## config.mk

```make
export PLATFORM = sky130hd
export DESIGN_NAME = dma_chan_status
export DESIGN_NICKNAME = d
export VERILOG_FILES = /design/src/rtl/dma_chan_status.sv
export SDC_FILE = /design/constraint.sdc
export NUM_CORES = 1
export LEC_CHECK = 0
export ABC_CLOCK_PERIOD_IN_PS = 1300
export BUFFER_PORTS_ARGS = -buffer_cell sky130_fd_sc_hd__buf_2
export CAP_MARGIN = 20
export CORE_AREA = 2 2 39 41
export DETAILED_ROUTE_END_ITERATION = 7
export DIE_AREA = 0 0 41 43
export GPL_ROUTABILITY_DRIVEN = 0
export SYNTH_ARGS = -nofsm -noshare
export SYNTH_HDL_FRONTEND = slang
export SYNTH_SLANG_ARGS = --single-unit
```

## constraint.sdc

```tcl
create_clock -name clk -period 1.3 [get_ports clk]
set_input_delay 0.13 -clock clk [delete_from_list [all_inputs] [get_ports clk]]
set_output_delay 0.13 -clock clk [all_outputs]
set_load 0.005 [all_outputs]
```

## src/rtl/dma_chan_status.sv

```systemverilog
module dma_chan_status #(
  parameter int NFLAG = 5
) (
  input  logic             clk,
  input  logic             rst_n,
  input  logic             desc_done,
  input  logic             chain_done,
  input  logic             abort,
  input  logic             stop,
  input  logic             suspend,
  input  logic [NFLAG-1:0] irq_en,
  input  logic             clr_we,
  input  logic [NFLAG-1:0] clr_mask,
  output logic [NFLAG-1:0] status,
  output logic             idle,
  output logic             irq
);
  localparam int B_STOP = 0;
  localparam int B_SUSP = 1;
  localparam int B_EOT  = 2;
  localparam int B_EOC  = 3;
  localparam int B_ABT  = 4;

  logic [NFLAG-1:0] st, clr;
  logic pend, halted, desc_ok, chain_ok, set_susp;

  assign halted   = st[B_STOP] | st[B_SUSP];
  assign clr      = clr_we ? clr_mask : '0;
  assign desc_ok  = desc_done  & ~halted & ~abort & ~stop;
  assign chain_ok = chain_done & ~halted & ~abort & ~stop;
  assign set_susp = desc_ok & (pend | suspend);

  always_ff @(posedge clk) begin
    if (!rst_n) begin
      st   <= '0;
      pend <= 1'b0;
    end else begin
      st[B_STOP] <= stop | (st[B_STOP] & ~clr[B_STOP]);
      st[B_SUSP] <= ~stop & (set_susp | (st[B_SUSP] & ~clr[B_SUSP]));
      st[B_EOT]  <= desc_ok  | (st[B_EOT] & ~clr[B_EOT]);
      st[B_EOC]  <= chain_ok | (st[B_EOC] & ~clr[B_EOC]);
      st[B_ABT]  <= abort    | (st[B_ABT] & ~clr[B_ABT]);
      if (stop || set_susp || halted) pend <= 1'b0;
      else if (suspend)               pend <= 1'b1;
    end
  end

  assign status = st;
  assign idle   = halted;
  assign irq    = |(st & irq_en);

  a_r2_abort_hides_eot: assert property (@(posedge clk) disable iff (!rst_n)
    (abort && !st[B_EOT]) |=> !st[B_EOT]);
  a_r2_abort_sets: assert property (@(posedge clk) disable iff (!rst_n)
    abort |=> st[B_ABT]);
  a_r3_stop_susp_excl: assert property (@(posedge clk) disable iff (!rst_n)
    !(st[B_STOP] && st[B_SUSP]));
  a_r4_susp_with_eot: assert property (@(posedge clk) disable iff (!rst_n)
    $rose(st[B_SUSP]) |-> $rose(st[B_EOT]));
  a_r5_stop_next: assert property (@(posedge clk) disable iff (!rst_n)
    stop |=> st[B_STOP]);
  a_r8_sticky_eot: assert property (@(posedge clk) disable iff (!rst_n)
    (st[B_EOT] && !(clr_we && clr_mask[B_EOT])) |=> st[B_EOT]);
  a_r10_halt_ignores: assert property (@(posedge clk) disable iff (!rst_n)
    (halted && !st[B_EOT]) |=> !st[B_EOT]);
endmodule

```

==> flow_summary.toml <==
[status]
status = "completed"

[die]
die_h_um = 43
rows = 14
core_um2 = 1380
initial_core_util = 0.197
die_w_um = 41
io_pins = 25
die_area_um2 = 1760

[clock_tree]
clk_path_buf_depth = 2
cts_made_buffers = 3
root_buffer = "clkbuf_4"
clock-sinks = 6
postCtsSetupBuffers = 0
htree_levels = 1
insertion_delay_ns = 0.25
ctsHoldBuffers = 0
tritoncts = "done"
clk_transition_reported_paths_ns = 0.05

[timing]
setup_viol = 0
rsz0062_at_grt = "no"
finalSetupTns_ns = 0
tightest_slew_ns = 0.254
hold_ws_ns = 0.135
setup_ws_ns = 0.0607
max-slew-margin-rel = 0.831
max_freq_ghz = 0.807
period_minus_slack_ns = 1.24
hold_viol = 0
fin_skew_ns = 0.00427
drv_slew = 0
period_share = 0.953

[placed_design]
placed_cell_area_um2 = 420
placed_cells = 72
place_hpwl_um = 668
post-place-ws_ns = 0.109
io_buffers = 24

[critical_path]
reg2reg_depth = 3
worst-path-buf-inv = 1
cp_max_fo = 5
crit_chain = "a222oi_1 > nand2_1 > buf_2"
critPathLaunch = "status[0]$_SDFF_PN0_"
critPathCaptureType = "primary output"
required_ns = 1.17
cp-start-kind = "flop"
reg2reg_to = "status[1]$_SDFF_PN0_"
worstSetupPathType = "reg2out"
arrival_ns = 1.11
cp.depth = 3
rrSetupSlack_ns = 0.08
crit_family = "flip-flops"
r2r-start = "status[0]$_SDFF_PN0_"
cp_slowest_stage_delay_ns = 0.33
critPathSlowestCell = "dfxtp_2"

[power_and_ir_drop]
p_comb_frac = 0.165
clock_power_share = 0.384
switching_share = 0.233
p_switching_uw = 104
peakVddDrop_uv = 516
p_total_uw = 445
p_seq_frac = 0.451
intPower_uw = 341
powerDensity_nw_per_um2 = 1020
power.static_leakage_nw = 0.227

[cells_and_area]
fillers = 159
area.growth.synth_to_final_pct = 60.1
utilization = 0.316
num_antenna_cells = 0
drive_gt1_frac = 0.517
fin_area_um2 = 437
final-instance-count-excl-fill = 74
finalNetCount = 78
final_common_cell = "buf_2"
final_cell_mix = "buf_2, nand2_1, dfxtp_1"

[yosys]
yosys_register_bits = 6
yosysUniqueCellTypes = 18
syn_area_per_cell_um2 = 8.80
synth_nets = 49
syn_area_um2 = 273
synth_cells = 31
ys_seq_area_frac = 0.440
yosysWarnings = 0

[worst_hold_path]
hold_start = "chain_done"
min_path_type = "in2reg"
whs_endpoint = "status[3]$_SDFF_PN0_"
hold_depth = 3

[run]
drv_cap = 0

[global_routing]
grt_pass1_vias = 321
grt_use_total = 0.113
grt_overflow = 0
grt_pass1_wl_mm = 1.21
grt_start_max_net_pins = 7
antenna_found_initial = 0

[routing]
wl_per_cell_um = 10.7
via_per_inst = 4.45
vias = 329
drtAntennaViolNets = 0
route.detailed.drc = 0
first_iter_violations = 4
first_pass_iters = 4
wl_um = 794
[power groups by stage]
stage	Clock [mW]	Combinational, mW	Sequential, mW
CTS	0.181	0.0752	0.201
global placement	0	0.0789	0.202
global route	0.195	0.0838	0.202
finish	0.171	0.0734	0.201
floorplan	0	0.0272	0.203
detailed placement	0	0.0792	0.203
[worst max-delay path by stage]
stage | to
detailed placement | status[1]$_SDFF_PN0_
CTS | irq
global route | irq
floorplan | status[1]$_SDFF_PN0_
global placement | status[1]$_SDFF_PN0_
finish | irq
[cell usage after synthesis (all sizes together)]
master	instances	area share
dfxtp	6	0.44
or2	2	0.046
clkinv	1	0.014
nand2	5	0.069
nand3	1	0.018
nor2	1	0.014
a22oi	1	0.028
a31o	1	0.032
a222oi	1	0.037
a21o	1	0.028
o21ai	2	0.037
or4b	1	0.050
a21oi	3	0.055
nor2b	2	0.046
nand2b	1	0.023
nand3b	1	0.028
nor3	1	0.037
[timing repair]
action / CTS / global route
resized for setup: 1 / 0
setup endpoints to repair: 1 / 0
endpoints found under the hold margin: 0 / 0
[final cells by class]
cell class              count  area (µm²)  share of cell area
multi-input cells          24         149               0.341
well taps                  16        20.0              0.0458
repair buffers             24         120               0.275
inverters                   1        3.75             0.00860
clock buffers               3        22.5              0.0516
flip-flops and latches      6         121               0.278
[cells by family (layout without fill, tap and decap cells)]
group | after synthesis | count (layout) | synth area share
flip-flops | 6 | 6 | 0.440
AO/OA/AOI/OAI | 9 | 9 | 0.216
AND/OR/NAND/NOR | 15 | 15 | 0.330
buffers and inverters | 1 | 28 | 0.0137
[per-layer routing]
layer / track usage / up-vias / part of all wire
li1: - / 165 / -
met1: 0.0974 / 147 / 0.35
met2: 0.172 / 15 / 0.53
met3: 0.0942 / 2 / 0.10
met4: 0.0600 / 0 / 0.015
met5: 0 / - / 0
[sequential cells by signal, indices dropped and copies added (netlist names)]
| name | cells |
|---|---|
| status | 5 |
| pend | 1 |
[tightest hold or removal path, cell delays in order]
cell and delay (ns):
buf_2 0.09, nand2b_1 0.06, o21ai_1 0.05
Note: power is estimated with default switching activity, not from simulation.
